--- src/rtl/udr_pkg.sv ---
// Shared types for the double-edge burst receiver.
package udr_pkg;
    typedef enum logic [2:0] {
        ST_IDLE,     // no request seen
        ST_ARM,      // request seen, waiting for acknowledge
        ST_RUN,      // window open, ready high
        ST_HOLD,     // ready low, trailing words tolerated
        ST_HOSTEND,  // stop line high, waiting for request to fall
        ST_DEVEND    // waiting for both lines to be released
    } udr_state_t;
endpackage

--- src/rtl/udr_strobe_sync.sv ---
// Strobe synchroniser and capture delay.
// Brings the asynchronous strobe into clk with two flops and flags every
// change of level. An accepted change (take_i) is delayed by SETTLE cycles
// before the write pulse, so the data lines are sampled once settled.
// Assumes the strobe half-period exceeds SETTLE+3 system cycles.
module udr_strobe_sync #(
    parameter int DW     = 16,
    parameter int SETTLE = 2
) (
    input  logic          clk,
    input  logic          rst_n,
    input  logic          strb_i,
    input  logic [DW-1:0] data_i,
    input  logic          take_i,
    output logic          edge_o,
    output logic          wr_o,
    output logic [DW-1:0] wr_data_o
);
    logic s1, s2, lvl_q;

    // Two-flop synchroniser plus last-seen level.
    always_ff @(posedge clk) begin
        if (!rst_n) begin
            s1    <= 1'b0;
            s2    <= 1'b0;
            lvl_q <= 1'b0;
        end else begin
            s1    <= strb_i;
            s2    <= s1;
            lvl_q <= s2;
        end
    end

    assign edge_o    = s2 ^ lvl_q;
    assign wr_data_o = data_i;

    generate
        if (SETTLE == 0) begin : g_direct
            assign wr_o = take_i;
        end else begin : g_delay
            logic [SETTLE-1:0] sh;
            // Shift accepted edges through the settle delay line.
            always_ff @(posedge clk) begin
                if (!rst_n) begin
                    sh <= '0;
                end else begin
                    sh[0] <= take_i;
                    for (int i = 1; i < SETTLE; i++) sh[i] <= sh[i-1];
                end
            end
            assign wr_o = sh[SETTLE-1];
        end
    endgenerate
endmodule

--- src/rtl/udr_fifo.sv ---
// Skid buffer between the strobe domain logic and the output stream.
// Register-based FIFO of DEPTH words (power of two). low_room_o is set when
// AFREE or fewer entries are free. Writes to a full buffer are dropped.
module udr_fifo #(
    parameter int DW    = 16,
    parameter int DEPTH = 8,
    parameter int AFREE = 2
) (
    input  logic          clk,
    input  logic          rst_n,
    input  logic          wr_i,
    input  logic [DW-1:0] wr_data_i,
    input  logic          rd_i,
    output logic [DW-1:0] rd_data_o,
    output logic          valid_o,
    output logic          full_o,
    output logic          low_room_o
);
    localparam int AW    = $clog2(DEPTH);
    localparam int LIMIT = DEPTH - AFREE;

    logic [DW-1:0] mem [DEPTH];
    logic [AW-1:0] wp, rp;
    logic [AW:0]   cnt;
    logic          do_wr, do_rd;

    assign valid_o    = (cnt != '0);
    assign full_o     = (cnt == (AW+1)'(DEPTH));
    assign low_room_o = (cnt >= (AW+1)'(LIMIT));
    assign do_wr      = wr_i && !full_o;
    assign do_rd      = rd_i && valid_o;
    assign rd_data_o  = mem[rp];

    // Storage write.
    always_ff @(posedge clk) begin
        if (do_wr) mem[wp] <= wr_data_i;
    end

    // Pointers and occupancy.
    always_ff @(posedge clk) begin
        if (!rst_n) begin
            wp  <= '0;
            rp  <= '0;
            cnt <= '0;
        end else begin
            if (do_wr) wp <= wp + 1'b1;
            if (do_rd) rp <= rp + 1'b1;
            case ({do_wr, do_rd})
                2'b10:   cnt <= cnt + 1'b1;
                2'b01:   cnt <= cnt - 1'b1;
                default: cnt <= cnt;
            endcase
        end
    end
endmodule

--- src/rtl/udr_ctrl.sv ---
// Burst control state machine.
// Tracks the request/acknowledge window, drives ready and stop, counts cycles
// since ready fell, accepts or rejects strobe edges and keeps the error flag.
// Loss of the window has priority over any host request.
module udr_ctrl
    import udr_pkg::*;
#(
    parameter int TRP  = 4,
    parameter int TRFS = 16
) (
    input  logic clk,
    input  logic rst_n,
    input  logic req_i,
    input  logic ack_i,
    input  logic pause_i,
    input  logic end_req_i,
    input  logic low_room_i,
    input  logic edge_i,
    output logic take_o,
    output logic rdy_o,
    output logic end_o,
    output logic err_o
);
    localparam int MAXC = (TRP > TRFS) ? TRP : TRFS;
    localparam int CW   = $clog2(MAXC + 1);

    udr_state_t st, st_nx;
    logic [CW-1:0] cnt;
    logic win, trailing, late, want_hold, bad_edge;

    assign win       = req_i && ack_i;
    assign trailing  = (st == ST_HOLD) || (st == ST_HOSTEND);
    assign late      = (cnt >= CW'(TRFS));
    assign want_hold = pause_i || end_req_i || low_room_i;
    assign take_o    = edge_i && win && ((st == ST_RUN) || (trailing && !late));
    assign bad_edge  = edge_i && win && trailing && late;
    assign rdy_o     = (st == ST_RUN);
    assign end_o     = (st == ST_HOSTEND);

    // Next-state selection.
    always_comb begin
        st_nx = st;
        case (st)
            ST_IDLE:    if (req_i) st_nx = ST_ARM;
            ST_ARM:     if (!req_i) st_nx = ST_IDLE;
                        else if (ack_i) st_nx = ST_RUN;
            ST_RUN:     if (!win) st_nx = ST_DEVEND;
                        else if (want_hold) st_nx = ST_HOLD;
            ST_HOLD:    if (!win) st_nx = ST_DEVEND;
                        else if (end_req_i && cnt >= CW'(TRP)) st_nx = ST_HOSTEND;
                        else if (!want_hold) st_nx = ST_RUN;
            ST_HOSTEND: if (!win) st_nx = ST_DEVEND;
            ST_DEVEND:  if (!req_i && !ack_i) st_nx = ST_IDLE;
            default:    st_nx = ST_IDLE;
        endcase
    end

    // State register.
    always_ff @(posedge clk) begin
        if (!rst_n) st <= ST_IDLE;
        else        st <= st_nx;
    end

    // Saturating count of cycles since ready fell.
    always_ff @(posedge clk) begin
        if (!rst_n || !trailing) cnt <= '0;
        else if (cnt < CW'(MAXC)) cnt <= cnt + 1'b1;
    end

    // Sticky late-edge flag, cleared when a new request arms the block.
    always_ff @(posedge clk) begin
        if (!rst_n || st == ST_ARM) err_o <= 1'b0;
        else if (bad_edge)          err_o <= 1'b1;
    end
endmodule

--- src/rtl/udr_burst_rx.sv ---
// Top of the double-edge burst receiver.
// Joins the strobe synchroniser, control FSM and skid buffer. Every accepted
// strobe level change writes one DW-bit word into the buffer; the buffer
// feeds a valid/ready stream. Times TRP, TRFS, SETTLE are in clk cycles.
module udr_burst_rx #(
    parameter int DW     = 16,
    parameter int DEPTH  = 8,
    parameter int AFREE  = 2,
    parameter int TRP    = 4,
    parameter int TRFS   = 16,
    parameter int SETTLE = 2
) (
    input  logic          clk,
    input  logic          rst_n,
    input  logic          dev_req_i,
    input  logic          host_ack_i,
    input  logic          strobe_i,
    input  logic [DW-1:0] bus_data_i,
    input  logic          pause_req_i,
    input  logic          end_req_i,
    output logic          host_rdy_o,
    output logic          end_o,
    output logic          proto_err_o,
    output logic          m_valid_o,
    input  logic          m_ready_i,
    output logic [DW-1:0] m_data_o
);
    logic          strb_edge, take, cap_wr, fifo_full, low_room;
    logic [DW-1:0] cap_data;

    udr_strobe_sync #(.DW(DW), .SETTLE(SETTLE)) u_sync (
        .clk(clk), .rst_n(rst_n), .strb_i(strobe_i), .data_i(bus_data_i),
        .take_i(take), .edge_o(strb_edge), .wr_o(cap_wr), .wr_data_o(cap_data)
    );

    udr_ctrl #(.TRP(TRP), .TRFS(TRFS)) u_ctrl (
        .clk(clk), .rst_n(rst_n), .req_i(dev_req_i), .ack_i(host_ack_i),
        .pause_i(pause_req_i), .end_req_i(end_req_i), .low_room_i(low_room),
        .edge_i(strb_edge), .take_o(take), .rdy_o(host_rdy_o),
        .end_o(end_o), .err_o(proto_err_o)
    );

    udr_fifo #(.DW(DW), .DEPTH(DEPTH), .AFREE(AFREE)) u_buf (
        .clk(clk), .rst_n(rst_n), .wr_i(cap_wr), .wr_data_i(cap_data),
        .rd_i(m_ready_i), .rd_data_o(m_data_o), .valid_o(m_valid_o),
        .full_o(fifo_full), .low_room_o(low_room)
    );
endmodule

--- config.mk ---
export PLATFORM = sky130hd
export DESIGN_NAME = udr_burst_rx
export DESIGN_NICKNAME = d
export VERILOG_FILES = /design/src/rtl/udr_pkg.sv /design/src/rtl/udr_strobe_sync.sv /design/src/rtl/udr_fifo.sv /design/src/rtl/udr_ctrl.sv /design/src/rtl/udr_burst_rx.sv
export SDC_FILE = /design/constraint.sdc
export NUM_CORES = 1
export LEC_CHECK = 0
export BUFFER_PORTS_ARGS = -buffer_cell sky130_fd_sc_hd__buf_2
export CAP_MARGIN = 20
export CELL_PAD_IN_SITES_DETAIL_PLACEMENT = 1
export CELL_PAD_IN_SITES_GLOBAL_PLACEMENT = 1
export CORE_ASPECT_RATIO = 1.1
export CORE_MARGIN = 5
export CORE_UTILIZATION = 55
export CTS_CLUSTER_SIZE = 8
export DETAILED_ROUTE_END_ITERATION = 10
export PLACE_DENSITY_LB_ADDON = 0.1
export REMOVE_ABC_BUFFERS = 1
export SYNTH_ARGS = -nofsm -noshare
export SYNTH_HDL_FRONTEND = slang
export SYNTH_SLANG_ARGS = --single-unit
--- constraint.sdc ---
create_clock -name clk -period 6.6 [get_ports clk]
set_input_delay 0.99 -clock clk [delete_from_list [all_inputs] [get_ports clk]]
set_output_delay 0.99 -clock clk [all_outputs]
set_load 0.05 [all_outputs]
==> impl_metrics.py <==
metrics = {
    "timing": {
        "relSlewSlack": 0.2985,
        "setup_viol": 0,
        "rsz0062_at_grt": "no",
        "finalCritPeriodShare": 0.5497,
        "final.min_clock_period_ns": 3.628,
        "hold_viol_final": 0,
        "clock_skew_ns": 0.007890,
        "fmax_mhz": 275.6,
        "drv_slew": 0,
        "fin_setup_tns_ns": 0,
        "worst_pin_slew_ns": 1.048,
        "whs_ns": 0.4377,
    },
    "synth": {
        "synth_area_sq_mm": 0.006112,
        "synth_fa_ha_area_frac": 0.01433,
        "syn_area_per_cell_sq_um": 18.52,
        "synthMuxAreaShare": 0.1539,
        "seq_area_frac_synth": 0.7173,
        "synth-edff-count": 128,
        "netlist_instances": 330,
        "synth.area.top_cells": "edfxtp_1 63%, mux4_2 12%, dfxtp_1 8.8%",
        "ys_ff_latch": 155,
        "synth-main-ff-cell": "edfxtp_1",
        "yosys.area_share.simple": 0.05322,
        "synth_top_family_by_area": "multiplexers",
        "async_flop_share": 0,
        "synth_xor_area_frac": 0.01576,
        "synth_compound_area_frac": 0.03153,
        "synth.distinct_cells": 43,
        "synth_top_cell_area_share": 0.6289,
        "post-synth-top-area-cell": "edfxtp_1",
        "ys_warn_count": 0,
    },
    "worst_setup_path": {
        "worstPathRequired_ns": 5.61,
        "start_kind": "flop",
        "rrSetupSlack_ns": 3.86,
        "crit_slowest_cell": "dfxtp_2",
        "criticalPathCategory": "reg2out",
        "crit_arrival_ns": 2.64,
        "path_depth": 4,
        "cp_top_family": "multiplexers",
        "crit_fanout": 18,
        "reg2reg_from": "u_buf.cnt[3]$_SDFFE_PN0P_",
        "critPathMaxStageDelay_ns": 0.67,
        "r2r-end": "u_buf.cnt[2]$_SDFFE_PN0P_",
        "cp_cell_sequence": "buf_4 -> mux4_2 -> mux2_2 -> buf_2",
        "critPathCaptureType": "primary output",
        "ff2ff_path_depth": 9,
        "crit_buf_inv": 2,
    },
    "clock_tree": {
        "postCtsSetupBuffers": 0,
        "path_clk_slew_ns": 0.06,
        "cts_tree": "yes",
        "cts-root-buf": "clkbuf_16",
        "cts.sinks": 155,
        "post_cts_resized": 0,
        "cts_max_level": 4,
        "insertion_delay_ns": 0.41,
        "cts_buffers": 17,
        "holdBufCountCts": 0,
        "cts_buffer_depth": 2,
    },
    "layout": {
        "fill_cells": 969,
        "syn_to_final_growth_pct": 17.03,
        "diodes": 0,
        "layout_common_cells": "128 x edfxtp_1, 43 x buf_2, 32 x mux4_2, 26 x dfxtp_1, 17 x clkbuf_16",
        "drive_gt1_frac": 0.3499,
        "layout_commonest_cell": "edfxtp_1",
        "nNetsFinal": 421,
    },
    "run": {
        "cap_violations": 0,
    },
    "hold_path": {
        "worstHoldStart": "u_sync.s1$_SDFF_PN0_",
        "holdPathEnd": "u_sync.s2$_SDFF_PN0_",
        "min_path_cells": 1,
        "hold_class": "reg2reg",
    },
    "detailed_routing": {
        "drtAntennaViolNets": 0,
        "drc": 0,
        "drt_iter0_markers": 204,
        "vias": 3219,
        "routed_via_density": 5.853,
        "dr.pass1.iters": 4,
        "routedWlPerCell_um": 24.62,
        "routed_wl_mm": 13.54,
    },
    "floorplan": {
        "ios": 44,
        "core_sq_mm": 0.01091,
        "die_area_sq_mm": 0.01332,
        "dieHeight_um": 120.6,
        "start_util": 0.5602,
        "die_w_um": 110.5,
        "num_rows": 40,
    },
    "global_routing": {
        "grt_pass1_vias": 3537,
        "grt_max_degree": 33,
        "grt_use_total": 0.2174,
        "grt_pass1_wl_mm": 21.36,
        "antenna_found_initial": 0,
        "overflow": 0,
    },
    "placed_design": {
        "place_congestion": 0.8067,
        "numPortBuffers": 43,
        "hpwl_mm": 7.460,
    },
    "power": {
        "leakagePower_nw": 2.405,
        "ir_worst_vdd_mv": 0.1804,
        "power_density_mw_per_mm2": 287.9,
    },
    "outcome": {
        "status": "completed",
    },
}
==> area by class of cell <==
cell class | count | area, sq um | share of cell area
clock buffers | 21 | 440.4 | 0.06157
repair buffers | 54 | 301.5 | 0.04215
well taps | 147 | 183.9 | 0.02571
flip-flops and latches | 155 | 4385 | 0.6131
clock inverters | 11 | 146.4 | 0.02047
inverters | 7 | 26.28 | 0.003673
multi-input cells | 155 | 1669 | 0.2333
==> cells in the mapped netlist, drive strengths merged (2+ instances only) <==
| master | number |
|---|---|
| edfxtp | 128 |
| mux4 | 32 |
| dfxtp | 27 |
| mux2 | 16 |
| nor2 | 14 |
| nand2 | 10 |
| and2 | 9 |
| buf | 7 |
| ha | 7 |
| inv | 7 |
| clkbuf | 6 |
| xnor2 | 6 |
| nand2b | 5 |
| xor2 | 5 |
| a31oi | 4 |
| mux2i | 4 |
| nand3 | 4 |
| nor3 | 4 |
| o21ai | 4 |
| a21boi | 3 |
| nor2b | 3 |
| a21oi | 2 |
| nand4b | 2 |
| o211ai | 2 |
| o21a | 2 |
| o31ai | 2 |
| or2 | 2 |
==> sequential cells by signal (all words and copies together) (netlist names), named ones only <==
name               flops
u_buf.mem            128
u_ctrl.cnt             5
u_buf.cnt              4
u_buf.rp               3
u_buf.wp               3
u_ctrl.st              3
u_sync.g_delay.sh      2
u_ctrl.err_o           1
u_sync.lvl_q           1
u_sync.s1              1
u_sync.s2              1
==> worst max-delay path by stage <==
stage          from          end  slack (ns)
3_3_place_gp   flop  m_data_o[4]        3.41
2_1_floorplan  flop  m_data_o[0]        3.13
6_report       flop  m_data_o[4]        2.97
4_1_cts        flop  m_data_o[4]        2.87
5_1_grt        flop  m_data_o[4]        2.80
3_5_place_dp   flop  m_data_o[1]        3.38
==> logic make-up (layout without fill, tap and decap cells) <==
kind of cell               after synthesis  after routing
AOI/OAI and AO/OA                       25             25
xor gates and xnor gates                11             11
adders and majority gates                7              7
buffers and inverters                   20             93
DFF                                    155            155
muxes                                   52             52
and+or+nand+nor                         60             60
==> metal layers <==
| layer | routed length (um) | global-route usage |
|---|---|---|
| met5 | 0 | 0 |
| met2 | 7256 | 0.3687 |
| met1 | 5536 | 0.2775 |
| met4 | 125 | 0.07159 |
| met3 | 621 | 0.05305 |
==> per-stage QoR <==
step                      worst slack, ns  instance area, sq um  instances  power (W)    util
after detailed placement            3.381                  6555        517   0.001116  0.6008
after floorplan                     3.130                  6053        317   0.001094       -
final                               2.972                  7153        550   0.002059  0.6556
after global placement              3.407                  6555        517   0.001113  0.6008
after CTS                           2.871                  7142        549   0.002077  0.6546
after global routing                2.800                  7153        550   0.002138  0.6556
==> power by group <==
group | internal, W | total, W | switching (W)
Sequential | 0.00106 | 0.00106 | 0.00000276
Clock | 0.000594 | 0.000964 | 0.000369
Combinational | 0.0000113 | 0.0000335 | 0.0000222
Total | 0.00166 | 0.00206 | 0.000394
==> worst register-to-register path, stage by stage (launching register included) <==
cell	delay (ns)
dfxtp_1	0.39
inv_2	0.07
o41ai_4	0.81
ha_1	0.40
xor2_1	0.17
ha_1	0.16
a21oi_1	0.05
xor2_1	0.17
or3_1	0.30
a21boi_0	0.15
(Power assumes the default switching activity.)
